`config.mk`:
```
export PLATFORM = sky130hd
export DESIGN_NAME = pool_guard
export DESIGN_NICKNAME = d
export VERILOG_FILES = /design/src/rtl/pool_guard_pkg.sv /design/src/rtl/pool_guard_class.sv /design/src/rtl/pool_guard_thresh.sv /design/src/rtl/pool_guard_conn.sv /design/src/rtl/pool_guard.sv
export SDC_FILE = /design/constraint.sdc
export NUM_CORES = 1
export LEC_CHECK = 0
export ABC_CLOCK_PERIOD_IN_PS = 10900
export BUFFER_PORTS_ARGS = -buffer_cell sky130_fd_sc_hd__buf_2
export CORE_AREA = 2 2 183 185
export CTS_BUF_LIST = sky130_fd_sc_hd__clkbuf_2 sky130_fd_sc_hd__clkbuf_4 sky130_fd_sc_hd__clkbuf_8
export DETAILED_ROUTE_END_ITERATION = 10
export DIE_AREA = 0 0 185 187
export PLACE_DENSITY = 0.78
export SKIP_CTS_REPAIR_TIMING = 1
export SLEW_MARGIN = 40
export SYNTH_ARGS = -nofsm -noshare
export SYNTH_HDL_FRONTEND = slang
export SYNTH_SLANG_ARGS = --single-unit
```
`constraint.sdc`:
```
create_clock -name clk -period 10.9 [get_ports clk]
set_input_delay 0.545 -clock clk [delete_from_list [all_inputs] [get_ports clk]]
set_output_delay 0.545 -clock clk [all_outputs]
set_load 0.02 [all_outputs]
```
`src/rtl/pool_guard_pkg.sv`:
```
// Shared definitions for the carved pool allocator.
// Assumes exactly four pools, indexed by {direction, role}.
package pool_guard_pkg;
    localparam int NUM_CLASS = 4;
    localparam int CLASS_W   = 2;

    typedef enum logic [CLASS_W-1:0] {
        POOL_TX_REQ = 2'd0,
        POOL_TX_RSP = 2'd1,
        POOL_RX_REQ = 2'd2,
        POOL_RX_RSP = 2'd3
    } pool_sel_e;

    // Map direction and role bits onto a pool selector.
    function automatic pool_sel_e pool_of(input logic dir, input logic rsp);
        return pool_sel_e'({dir, rsp});
    endfunction
endpackage

```
`src/rtl/pool_guard_class.sv`:
```
// One carved pool: a shared region plus a head-of-line reserve.
// Assumes at most one of alloc_req / free_req per cycle and HOL_DEPTH >= 1.
// A release always refills the reserve before the shared region.
module pool_guard_class #(
    parameter int SHARED_DEPTH = 8,
    parameter int HOL_DEPTH    = 2,
    localparam int SH_W = $clog2(SHARED_DEPTH + 1),
    localparam int RS_W = $clog2(HOL_DEPTH + 1)
) (
    input  logic            clk,
    input  logic            rst_n,
    input  logic            alloc_req,
    input  logic            hol_req,
    input  logic            free_req,
    output logic            alloc_ok,
    output logic            alloc_resv,
    output logic [SH_W-1:0] shared_used,
    output logic [RS_W-1:0] resv_used
);
    logic shared_room;
    logic resv_room;

    // Decide whether an allocation fits and which region serves it.
    always_comb begin
        shared_room = shared_used < SH_W'(SHARED_DEPTH);
        resv_room   = resv_used < RS_W'(HOL_DEPTH);
        alloc_ok    = alloc_req && (shared_room || (hol_req && resv_room));
        alloc_resv  = alloc_req && !shared_room && hol_req && resv_room;
    end

    // Track occupancy of both regions.
    always_ff @(posedge clk) begin
        if (!rst_n) begin
            shared_used <= '0;
            resv_used   <= '0;
        end else if (alloc_ok) begin
            if (alloc_resv) resv_used   <= resv_used + 1'b1;
            else            shared_used <= shared_used + 1'b1;
        end else if (free_req) begin
            if (resv_used != '0)        resv_used   <= resv_used - 1'b1;
            else if (shared_used != '0) shared_used <= shared_used - 1'b1;
        end
    end
endmodule

```
`src/rtl/pool_guard_thresh.sv`:
```
// Dynamic threshold: total free shared entries scaled by 2**alpha.
// alpha_shift is 3-bit two's complement; code -4 is treated as -3.
module pool_guard_thresh #(
    parameter int FREE_W = 6,
    localparam int THR_W = FREE_W + 3
) (
    input  logic [FREE_W-1:0] free_total,
    input  logic [2:0]        alpha_shift,
    output logic [THR_W-1:0]  thr
);
    logic [2:0] neg_mag;
    logic [1:0] right_amt;

    // Shift left for non-negative codes, right otherwise.
    always_comb begin
        neg_mag   = 3'd0 - alpha_shift;
        right_amt = (alpha_shift == 3'b100) ? 2'd3 : neg_mag[1:0];
        if (!alpha_shift[2]) thr = THR_W'(free_total) << alpha_shift[1:0];
        else                 thr = THR_W'(free_total) >> right_amt;
    end
endmodule

```
`src/rtl/pool_guard_conn.sv`:
```
// Per-connection usage counter with a hysteretic stop flag.
// Assumes dec is only raised when usage is non-zero (the top checks this).
module pool_guard_conn #(
    parameter int CNT_W = 8,
    parameter int THR_W = 9,
    parameter int HYST  = 2,
    localparam int CMP_W = ((CNT_W > THR_W) ? CNT_W : THR_W) + 2
) (
    input  logic             clk,
    input  logic             rst_n,
    input  logic             inc,
    input  logic             dec,
    input  logic [THR_W-1:0] thr,
    output logic [CNT_W-1:0] usage,
    output logic             xoff
);
    logic above;
    logic below;

    // Compare usage against the threshold and its hysteresis floor.
    always_comb begin
        above = CMP_W'(usage) > CMP_W'(thr);
        below = (CMP_W'(usage) + CMP_W'(HYST)) < CMP_W'(thr);
    end

    // Count entries held by this connection.
    always_ff @(posedge clk) begin
        if (!rst_n)                     usage <= '0;
        else if (inc && usage != '1)    usage <= usage + 1'b1;
        else if (dec && usage != '0)    usage <= usage - 1'b1;
    end

    // Set stop above the threshold, clear below the floor, else hold.
    always_ff @(posedge clk) begin
        if (!rst_n)     xoff <= 1'b0;
        else if (above) xoff <= 1'b1;
        else if (below) xoff <= 1'b0;
    end
endmodule

```
`src/rtl/pool_guard.sv`:
```
// Carved resource pool allocator with per-connection backpressure.
// One operation per cycle; results are registered and appear next cycle.
// Assumes NUM_CONN is a power of two so every op_conn value is in range.
module pool_guard
    import pool_guard_pkg::*;
#(
    parameter int NUM_CONN     = 16,
    parameter int CNT_W        = 8,
    parameter int SHARED_DEPTH = 8,
    parameter int HOL_DEPTH    = 2,
    parameter int HYST         = 2,
    localparam int CONN_W = $clog2(NUM_CONN),
    localparam int SH_W   = $clog2(SHARED_DEPTH + 1),
    localparam int RS_W   = $clog2(HOL_DEPTH + 1),
    localparam int FREE_W = $clog2(NUM_CLASS * SHARED_DEPTH + 1),
    localparam int THR_W  = FREE_W + 3
) (
    input  logic                clk,
    input  logic                rst_n,
    input  logic                op_valid,
    input  logic                op_free,
    input  logic                op_dir,
    input  logic                op_rsp,
    input  logic                op_hol,
    input  logic [CONN_W-1:0]   op_conn,
    input  logic [2:0]          alpha_shift,
    output logic                done_valid,
    output logic                done_granted,
    output logic                done_from_reserve,
    output logic                free_underflow,
    output logic [NUM_CONN-1:0] xoff
);
    pool_sel_e                              sel;
    logic                                   underflow;
    logic [NUM_CLASS-1:0]                   cls_ok;
    logic [NUM_CLASS-1:0]                   cls_resv;
    logic [NUM_CLASS-1:0][SH_W-1:0]         sh_used_vec;
    logic [NUM_CLASS-1:0][RS_W-1:0]         rs_used_vec;
    logic [NUM_CONN-1:0][CNT_W-1:0]         usage_vec;
    logic [FREE_W-1:0]                      free_total;
    logic [THR_W-1:0]                       thr;

    // Decode the pool and detect a release from an empty connection.
    always_comb begin
        sel       = pool_of(op_dir, op_rsp);
        underflow = op_valid && op_free && (usage_vec[op_conn] == '0);
    end

    // Instantiate one carved pool per class.
    for (genvar c = 0; c < NUM_CLASS; c++) begin : g_pool
        logic hit;
        assign hit = op_valid && (sel == pool_sel_e'(c));
        pool_guard_class #(
            .SHARED_DEPTH(SHARED_DEPTH),
            .HOL_DEPTH   (HOL_DEPTH)
        ) pool_i (
            .clk        (clk),
            .rst_n      (rst_n),
            .alloc_req  (hit && !op_free),
            .hol_req    (op_hol),
            .free_req   (hit && op_free && !underflow),
            .alloc_ok   (cls_ok[c]),
            .alloc_resv (cls_resv[c]),
            .shared_used(sh_used_vec[c]),
            .resv_used  (rs_used_vec[c])
        );
    end

    // Sum the free shared entries across all pools.
    always_comb begin
        free_total = '0;
        for (int c = 0; c < NUM_CLASS; c++)
            free_total = free_total + FREE_W'(SHARED_DEPTH) - FREE_W'(sh_used_vec[c]);
    end

    pool_guard_thresh #(.FREE_W(FREE_W)) thresh_i (
        .free_total (free_total),
        .alpha_shift(alpha_shift),
        .thr        (thr)
    );

    // Instantiate one usage tracker per connection.
    for (genvar i = 0; i < NUM_CONN; i++) begin : g_conn
        logic mine;
        assign mine = op_valid && (op_conn == CONN_W'(i));
        pool_guard_conn #(
            .CNT_W(CNT_W),
            .THR_W(THR_W),
            .HYST (HYST)
        ) conn_i (
            .clk  (clk),
            .rst_n(rst_n),
            .inc  (mine && !op_free && cls_ok[sel]),
            .dec  (mine && op_free && !underflow),
            .thr  (thr),
            .usage(usage_vec[i]),
            .xoff (xoff[i])
        );
    end

    // Register the per-operation result.
    always_ff @(posedge clk) begin
        if (!rst_n) begin
            done_valid        <= 1'b0;
            done_granted      <= 1'b0;
            done_from_reserve <= 1'b0;
            free_underflow    <= 1'b0;
        end else begin
            done_valid        <= op_valid;
            done_granted      <= op_valid && (op_free ? !underflow : cls_ok[sel]);
            done_from_reserve <= op_valid && !op_free && cls_resv[sel];
            free_underflow    <= underflow;
        end
    end
endmodule

```
Word level (Yosys, flattened, before mapping). Index checks and enable logic that the tools add are counted.

ROM bits: 0. Word-level logic and storage cells: 558. Memories kept: 0. Bits in latches: 0. Bits in registers: 172. Output and inout bits: 20. Memory bits (writable): 0.

Equal/unequal tests: 47. Bitwise logic cells: 0. Multipliers: 0. Mux-type cells: 109. Reductions and logical operators: 242. Divide/modulo/power cells: 0. Add/subtract/negate cells: 72. Shifts and indexed selects: 2. Order comparisons: 42.

Operators by type and width (number): $mux W8 (33); $lt A11 B9 Y1 (16); $logic_and A1 B1 Y1 (153); $add A8 B2 Y9 const B (16); $gt A8 B9 Y1 (16); $add A8 B1 Y8 const B (16); $ne A8 B8 Y1 const B (16); $reduce_bool A8 Y1 (16); $sub A8 B1 Y8 const B (16); $reduce_bool A2 Y1 (48); $mux W4 (20); $mux W1 (35); $mux W2 (17); $bmux W8 S4 (1); $eq A4 B4 Y1 const B (8); $sub A6 B4 Y6 (3); $add A4 B1 Y4 const B (4); $eq A4 B3 Y1 const B (4); $lt A4 B4 Y1 const B (4); $ne A2 B2 Y1 const B (8); $reduce_and A4 Y1 (4); $reduce_bool A4 Y1 (4); $sub A4 B1 Y4 const B (4); $add A6 B4 Y6 const B (2); 24 further kinds (50).

Logic depth before layout (Yosys ltp). Gate-level depths: netlist of run 1.

Depth after elaboration: 12. Depth in mapped cells: 22.

Hierarchy. Synthesis of run 1 repeated with hierarchy kept, for this count alone.

Cells, all modules: 2568. Area, all modules: 21282.9 um^2.

By module, submodules not included: pool_guard_conn (g_conn[12].conn_i ...) (area each 1091.0 um^2, sequential area each 180.2 um^2, times used 9, cells each 129); pool_guard_conn (g_conn[0].conn_i ...) (area each 1109.8 um^2, sequential area each 180.2 um^2, times used 6, cells each 129); pool_guard (area each 1669.1 um^2, sequential area each 80.1 um^2, times used 1, cells each 243); pool_guard_class (area each 410.4 um^2, sequential area each 120.1 um^2, times used 4, cells each 51); pool_guard_conn (g_conn[15].conn_i) (area each 1097.3 um^2, sequential area each 180.2 um^2, times used 1, cells each 131); pool_guard_thresh (area each 396.6 um^2, sequential area each 0.0 um^2, times used 1, cells each 55).

Worst setup path before layout of run 1. No wires, ideal clock.

Path kind: register to register. Start point: reg g_pool[1].pool_i.shared_used[1]. End point: reg g_conn[0].conn_i.xoff. Clock period less this slack: 6296 ps. Setup time: 117 ps. Required time: 10783 ps. Path buffers: 0. Path slack: 4604 ps. Data arrival time: 6179 ps. Cell stages (with the launch flop): 19. Path through: dfxtp_1 ha_1 fa_1 inv_1 fa_1 ha_1 fa_1 a21o_1 a21oi_1 xnor2_1 o21ai_0 nor2_1 a21oi_1 o21ai_0 ha_1 o211ai_1 a21oi_1 a211o_1 a32o_1.

Longest elaborated chain between the ends: 9. Elaborated cells between the ends (all ways): 12. Those cells by class: 5 x add/sub; 2 x order compare; 2 x shift; 2 x mux; 1 x reduce/logical.

Ends and longest elaborated chain: from (decl) (line pool_guard_class.sv:17) `output logic [SH_W-1:0] shared_used,`; from (signal assigned) (line pool_guard_class.sv:38) `else shared_used <= shared_used + 1'b1;`; from (signal assigned) (line pool_guard_class.sv:41) `else if (shared_used != '0) shared_used <= shared_used - 1'b1;`; $sub A6 B4 Y6 * (line pool_guard.sv:73) `free_total = free_total + FREE_W'(SHARED_DEPTH) - FREE_W'(sh_used_vec[c]);`; $add A6 B4 Y6 * (line pool_guard.sv:73); $sub A6 B4 Y6 * (line pool_guard.sv:73); $add A6 B4 Y6 * (line pool_guard.sv:73); $sub A6 B4 Y6 * (line pool_guard.sv:73); $shl A6 B2 Y9 / $shr A6 B2 Y9 (equally long branches) (line pool_guard_thresh.sv:18, pool_guard_thresh.sv:19); $mux W9 * (line pool_guard_thresh.sv:18) `if (!alpha_shift[2]) thr = THR_W'(free_total) << alpha_shift[1:0];`; $lt A11 B9 Y1 / $gt A8 B9 Y1 (equally long branches) (line pool_guard_conn.sv:23, pool_guard_conn.sv:22); $reduce_bool A2 Y1 (no source line) / $mux W1 (equally long branches); to (signal assigned) (line pool_guard_conn.sv:35) `if (!rst_n) xoff <= 1'b0;`; to (signal assigned) (line pool_guard_conn.sv:36) `else if (above) xoff <= 1'b1;`; to (signal assigned) (line pool_guard_conn.sv:37) `else if (below) xoff <= 1'b0;`; to (decl) (line pool_guard_conn.sv:15) `output logic xoff`.

Every way passes the cells marked *; elsewhere a longest branch is shown, timed or not. A chain may end at the register's enable or synchronous reset.

Worst setup path in the final report of run 1.
Start point: reg g_pool[1].pool_i.shared_used[1]. End point: reg g_conn[11].conn_i.xoff.

Longest elaborated chain between the ends: 9. Elaborated cells between the ends (all ways): 12. Those cells by class: 5 x add/sub; 2 x order compare; 2 x shift; 2 x mux; 1 x reduce/logical.

Ends and longest elaborated chain (line): $sub A6 B4 Y6 * (pool_guard.sv:73); $add A6 B4 Y6 * (pool_guard.sv:73); $sub A6 B4 Y6 * (pool_guard.sv:73); $add A6 B4 Y6 * (pool_guard.sv:73); $sub A6 B4 Y6 * (pool_guard.sv:73); $shl A6 B2 Y9 / $shr A6 B2 Y9 (equally long branches) (pool_guard_thresh.sv:18, pool_guard_thresh.sv:19); $mux W9 * (pool_guard_thresh.sv:18); $lt A11 B9 Y1 / $gt A8 B9 Y1 (equally long branches) (pool_guard_conn.sv:23, pool_guard_conn.sv:22); $reduce_bool A2 Y1 (no source line) / $mux W1 (equally long branches); to (signal assigned) (pool_guard_conn.sv:35); to (signal assigned) (pool_guard_conn.sv:36); to (signal assigned) (pool_guard_conn.sv:37); to (decl) (pool_guard_conn.sv:15).

Marks and branches as above.

==> reports/qor.txt, run 1 <==
Met1 WL: 21070 µm
Simple logic cell fraction of the synthesized area: 16.46%
Num rows: 67
Worst EP required: 11.30 ns
VDD IR max: 0.09141 mV
Post-synth EDFFs: 0
Placer Congestion: 0.8768
First-pass GRT wire length: 81420 µm
Area fraction in compound gates after synthesis: 19.15%
GRT overflow: 0
Netlist cell types: 72
Port bufs: 33
Post-synthesis xor/xnor area fraction: 9.320%
Mux share of post-synthesis cell area: 5.774%
Post-synthesis cell area: 0.01926 mm²
Setup TNS: 0 ns
Most used DFF post-synth: dfxtp_1
Element type at the critical path end: flip-flop
Minimum clock period: 5.814 ns
NumNets Final: 2697
Asr flop ratio synth: 0%
CTS Buffer Depth: 2
Final wirelength: 48870 µm
Relative slew margins: 43.36%
Lkg Pwr: 9.819 nW
Layout cell share with drive strength beyond 1: 4.825%
P&R area growth vs syn: 5.137%
Via density: 6.215
Detail Placement HPWL: 34790 µm
Max FO, Critical Path: 32
Die footprint: 0.03460 mm²
DR iter-0 viols: 1025
Hold slack: 0.4838 ns
CTS tree: done
Hold Crit Class: input port to flip-flop
Syn Inst Count: 2267
Met3 routed wirelength: 2943 µm
Vias post-DR: 16960
Max Clk Rate: 0.1720 GHz
Sink Count: 172
Period utilization: 53.34%
Synth Area in Adders: 28.11%
Antenna cells: 0
Number of global-route vias before repair: 16660
Power Dens Cells: 107.7 mW/mm²
Least-Margin Pin Slew: 0.8364 ns
Seq/Total Area, Yosys: 17.87%
CP startpoint kind: flip-flop
First-pass DRT Iterations: 7
Worst-skew pair later-pin latency: 0.52 ns
Initial Utilization: 58.62%
Main combinational cell family by area after synthesis: adder cells
Initial antenna violation count: 1
Number of synthesized register bits: 172
Largest net degree at the start of global routing: 76
# IOs: 34
Post-route DRC: 0
Die X: 185 µm
Worst reg2reg setup slack: 5.09 ns
Synth warn: 0
Worst clock skew: 0.01915 ns
Post-DRT Antenna Nets: 0
Max Cap Viol: 0
Commonest non-fill, non-tap cell in the layout: ha_1
CTS Buf Count: 17
All-Layer GR Usage: 28.67%
Outcome: completed
Total power draw: 2.182 mW
Max-slew violations: 0
RSZ-0062 raised after global routing: no
DR WL/cell: 17.91 µm
Chip height: 187 µm
Fin util: 61.64%
CORE AREA: 0.03286 mm²
Clock transition at path regs: 0.10 ns
CTS root buf: clkbuf_8
Crit path arrival time: 6.21 ns
DR top layer: met5
Endpoints failing hold: 0
Net Count, Synth: 2697
Avg Inst Size Synth: 8.498 µm²
Most frequent cells in the layout: ha_1, nor2_1, dfxtp_1, a21oi_1, xnor2_1
Final Setup Violations: 0
Met2 WL post-DR: 23170 µm
Crit path kind: flip-flop to flip-flop
H-Tree Depth: 4
-- synthesized netlist by cell type (5+ instances only) --
cell      number  share of area, %
a211o_1       22               1.0
a211oi_1      16              0.62
a21boi_0       6              0.23
a21o_1        70               2.7
a21oi_1      164               4.3
a22oi_1        5              0.19
a31oi_1       10              0.32
a32o_1        10              0.52
and2_1         7              0.23
and3_1        23              0.75
buf_2          6              0.16
buf_4         16              0.62
clkbuf_1      44              0.86
dfxtp_1      172                18
fa_1          28               2.9
ha_1         388                25
inv_1         76               1.5
mux2i_1      101               5.2
nand2_1      120               2.3
nand2b_1      29              0.94
nand3_1       79               2.1
nand4_1       11              0.36
nand4b_1      10              0.45
nor2_1       256               5.0
nor2b_1       42               1.4
nor3_1        39               1.0
nor4_1        25              0.81
o211ai_1      20              0.78
o21a_1        61               2.4
o21ai_0       79               2.1
o21bai_1      11              0.43
o22ai_1        6              0.19
o311a_1       15              0.78
o32ai_1        6              0.27
o41a_1         7              0.41
o41ai_1       12              0.55
or3_1         13              0.42
or4_1          6              0.23
xnor2_1      128               5.8
xor2_1        77               3.5
-- layer usage --
metal  vias to the layer above  global-route usage (%)
met5                         -                       0
met4                         2                   11.72
met3                       124                   4.848
met2                       503                   48.75
met1                      8046                   35.77
li1                       8280                       -
-- report_power, final --
group	internal [mW]	total, mW	switching (mW)	leakage (nW)
sequential	0.644	0.665	0.0211	1.39
clock	0.178	0.462	0.284	0.186
combinational	0.429	1.05	0.625	8.24
total	1.25	2.18	0.930	9.82
-- worst max-delay path, cell delays in order (launching register included) --
cell and delay [ns]:
dfxtp_1 0.44, ha_1 0.29, fa_1 0.52, inv_1 0.06
fa_1 0.48, ha_1 0.24, fa_1 0.41, a21o_1 0.17
a21oi_1 0.16, xnor2_1 0.23, o21ai_0 0.24, o21ai_0 0.20
nand2_1 0.11, o21ai_4 0.09, buf_4 0.46, ha_1 0.34
o21a_1 0.11, o21a_1 0.17, o21a_1 0.17, o211ai_1 0.16
a21oi_1 0.09, a211o_1 0.27, a32o_1 0.26
-- kinds of logic (layout without fill, tap and decap cells) --
group / count (synthesis) / in the layout
XOR/XNOR: 205 / 205
buffers and inverters: 150 / 163
multiplexers: 106 / 106
AND/OR/NAND/NOR: 672 / 672
AO/OA/AOI/OAI: 546 / 546
flip-flops: 172 / 172
adder cells (fa/ha/maj): 416 / 416
-- flip-flops by register name, indices dropped and copies added, names as in the netlist --
signal	cells
done_granted	1
g_pool.pool_i.resv_used	8
free_underflow	1
g_pool.pool_i.shared_used	16
done_from_reserve	1
g_conn.conn_i.usage	128
done_valid	1
g_conn.conn_i.xoff	16
-- through the flow --
stage          setup WS, ns  instance area (µm²)  cells
2_1_floorplan         4.604                19260   2267
3_3_place_gp          5.283                19850   2695
6_report              5.086                20250   2728
3_5_place_dp          5.160                19860   2695
4_1_cts               5.121                20230   2727
5_1_grt               4.709                20250   2728
-- worst paths after layout --
kind	cells past startpoint	endpoint	startpoint
max reg2reg	22	g_conn[11].conn_i.xoff	g_pool[1].pool_i.shared_used[1]
min reg2reg	2	g_pool[2].pool_i.resv_used[0]	g_pool[2].pool_i.resv_used[0]
min	2	done_valid	op_valid
max	22	g_conn[11].conn_i.xoff	g_pool[1].pool_i.shared_used[1]
-- layout make-up --
cell class / count / area [µm²]
Fill cell: 2903 / 12610
Multi-Input combinational cell: 1945 / 15260
Inverter: 79 / 299.0
Clock inverter: 12 / 105.1
Clock buffer: 20 / 269.0
Tap cell: 448 / 560.5
Sequential cell: 172 / 3443
Timing Repair Buffer: 52 / 320.3
Note: power is estimated with default switching activity, not from simulation.
==> run 2: changes to the inputs <==
Settings changed: ABC_CLOCK_PERIOD_IN_PS 10900 to 5900.
Clock period 10.9 ns to 5.9 ns, I/O delays scaled along.
==> reports/qor.txt, run 2 (synthesized netlist as in run 1, its figures left out) <==
Outcome: completed
Placer Congestion: 0.9403 (+7.2%)
VDD IR max: 0.1656 mV (+81%)
Largest registers: g_conn.conn_i.usage: 128 flops, g_conn.conn_i.xoff: 16 flops, g_pool.pool_i.shared_used: 16 flops
R2r endpoint: g_conn[11].conn_i.xoff
Crit path arrival time: 5.99 ns (-0.22 ns)
Worst-skew pair later-pin latency: 0.52 ns (about the same)
Number of global-route vias before repair: 16920 (+1.5%)
Most frequent cells in the layout: ha_1, nor2_1, dfxtp_1, a21oi_1, xnor2_1
Least-Margin Pin Slew: 0.8236 ns (-0.01281 ns)
Die X: 185 µm (unchanged)
Fill count: 2863 (-1.4%)
RSZ-0062 raised after global routing: no
Clock transition at path regs: 0.10 ns (about the same)
Layout cell share with drive strength beyond 1: 5.201% (+0.38 points)
Placed Cells: 2703 (+0.30%)
Commonest non-fill, non-tap cell in the layout: ha_1
Vias post-DR: 17050 (+0.57%)
Period utilization: 94.54% (+41 points)
P&R area growth vs syn: 5.839%
Non-Filler Instances: 2737 (+0.33%)
First-pass GRT wire length: 83380 µm (+2.4%)
Final Setup Violations: 0 (unchanged)
Met3 routed wirelength: 2776 µm (-5.7%)
Post-DRT Antenna Nets: 0 (unchanged)
Largest net degree at the start of global routing: 56 (-26%)
Sink Count: 172 (unchanged)
Via density: 6.230 (+0.24%)
HP Start: op_valid
Hold Crit Class: input port to flip-flop
Met2 WL post-DR: 23140 µm (-0.12%)
Worst EP required: 6.32 ns (-4.98 ns)
Fin util: 62.05% (+0.41 points)
Post-route DRC: 0 (unchanged)
Sw Ratio: 41.11% (-1.5 points)
GRT overflow: 0 (unchanged)
Max-slew violations: 0 (unchanged)
Int Pwr: 2.432 mW (+94%)
NumNets Final: 2706 (+0.33%)
Lkg Pwr: 9.883 nW (+0.64%)
Worst Slack Setup Final: 0.3224 ns (-4.764 ns)
Reg power frac: 29.7% (-0.8 points)
Chip height: 187 µm (unchanged)
Max FO, Critical Path: 11 (-66%)
Largest register FFs: 128 (unchanged)
All-Layer GR Usage: 29.43% (+0.76 points)
Largest register by flop count: g_conn.conn_i.usage
Endpoints failing hold: 0 (unchanged)
DR iter-0 viols: 1230 (+20%)
Die footprint: 0.03460 mm² (unchanged)
Worst reg2reg setup slack: 0.32 ns (-4.76 ns)
Worst clock skew: 0.02372 ns (+0.004565 ns)
R2r startpoint: g_pool[2].pool_i.shared_used[1]
R2R depth: 23 (+4.5%)
Total power draw: 4.130 mW (+89%)
Crit-path cells: ha_1 > fa_1 > inv_1 > fa_1 > ha_1 > fa_1 > a21o_1 > a21oi_1 > xnor2_1 > o21ai_1 > o21ai_0 > nand2_1 > o21ai_4 > buf_8 > buf_6 > ha_1 > o21a_1 > o21a_1 > o21a_1 > o211ai_1 > a21oi_1 > a211o_1 > a32o_1
Initial antenna violation count: 1 (unchanged)
Crit path max-delay cell type: fa_1
DR WL/cell: 18.24 µm (+1.8%)
Clock power share: 21.3% (about the same)
Final wirelength: 49930 µm (+2.2%)
Met1 WL: 22250 µm (+5.6%)
Hold Crit Depth: 2 (unchanged)
Sw power: 1.698 mW (+83%)
Comb power frac: 49.0% (+0.7 points)
Detail Placement HPWL: 35860 µm (+3.1%)
CP startpoint kind: flip-flop
DR top layer: met5
Minimum clock period: 5.578 ns (-0.2361 ns)
# IOs: 34 (unchanged)
CTS Buf Count: 17 (unchanged)
Area of the multi-input gates: 0.01526 mm² (about the same)
Pre-CTS setup slack: 0.2120 ns (-4.948 ns)
Port bufs: 33 (unchanged)
CORE AREA: 0.03286 mm² (unchanged)
Max Clk Rate: 0.1793 GHz (+4.2%)
Storage cell area: 0.003443 mm² (unchanged)
CTS tree: done
Element type at the critical path end: flip-flop
H-Tree Depth: 4 (unchanged)
Crit path kind: flip-flop to flip-flop
Max Cap Viol: 0 (unchanged)
CTS root buf: clkbuf_8
Relative slew margins: 44.89% (+1.5 points)
First-pass DRT Iterations: 5 (-2)
Num rows: 67 (unchanged)
Initial Utilization: 58.62% (unchanged)
CTS Buffer Depth: 2 (unchanged)
Power Dens Cells: 202.5 mW/mm² (+88%)
CP max stage delay: 0.52 ns (about the same)
Hold Path Sink: done_valid
Setup TNS: 0 ns (unchanged)
-- run 2: critical path, delay by kind of cell (launching register included) --
family	cells	cell delay [ns]
buf+inv	3	0.41
fa+ha+maj	6	2.19
simple gates	1	0.11
compound gates	12	2.05
xor+xnor	1	0.24
flops	1	0.45
-- run 2: metrics by stage --
| stage | cell area (µm²) | hold WS, ns |
|---|---|---|
| after detailed placement | 19980 | 0.4879 |
| after floorplan | 19270 | 0.4648 |
| after CTS | 20360 | 0.2018 |
| after global routing | 20390 | 0.2257 |
| after global placement | 19940 | 0.4772 |
| final | 20390 | 0.2295 |
-- run 2: metal layers --
metal / vias up / track usage, %
met5: - / 0
li1: 8302 / -
met2: 510 / 48.78
met4: 2 / 12.27
met3: 123 / 3.583
met1: 8114 / 38.56
-- run 2: power by group through the flow --
| stage | Combinational (mW) | Sequential (mW) | Clock, mW |
|---|---|---|---|
| 2_1_floorplan | 1.40 | 1.24 | 0 |
| 3_3_place_gp | 1.88 | 1.25 | 0 |
| 3_5_place_dp | 1.96 | 1.25 | 0 |
| 4_1_cts | 1.98 | 1.23 | 0.886 |
| 5_1_grt | 2.26 | 1.23 | 0.931 |
| 6_report | 2.02 | 1.23 | 0.878 |
-- run 2: worst max path at each step --
stage	to	cells past startpoint	slack (ns)	start
floorplan	g_conn[0].conn_i.xoff	17	0.12	g_pool[1].pool_i.shared_used[1]
global placement	g_conn[2].conn_i.xoff	21	0.31	g_pool[2].pool_i.shared_used[1]
detailed placement	g_conn[5].conn_i.xoff	23	0.21	g_pool[1].pool_i.shared_used[1]
CTS	g_conn[5].conn_i.xoff	23	0.16	g_pool[1].pool_i.shared_used[1]
global route	g_conn[3].conn_i.xoff	20	0.06	g_pool[1].pool_i.shared_used[1]
finish	g_conn[11].conn_i.xoff	23	0.32	g_pool[2].pool_i.shared_used[1]
-- run 2: area by class of cell --
cell class,instances,share of cell area (%)
diodes,1,0.01227
clock buffers,21,1.295
clock inverters,10,0.5830
inverters,79,1.467
multi-input cells,1945,74.86
flip-flops and latches,172,16.89
well taps,448,2.749
repair buffers,61,2.142
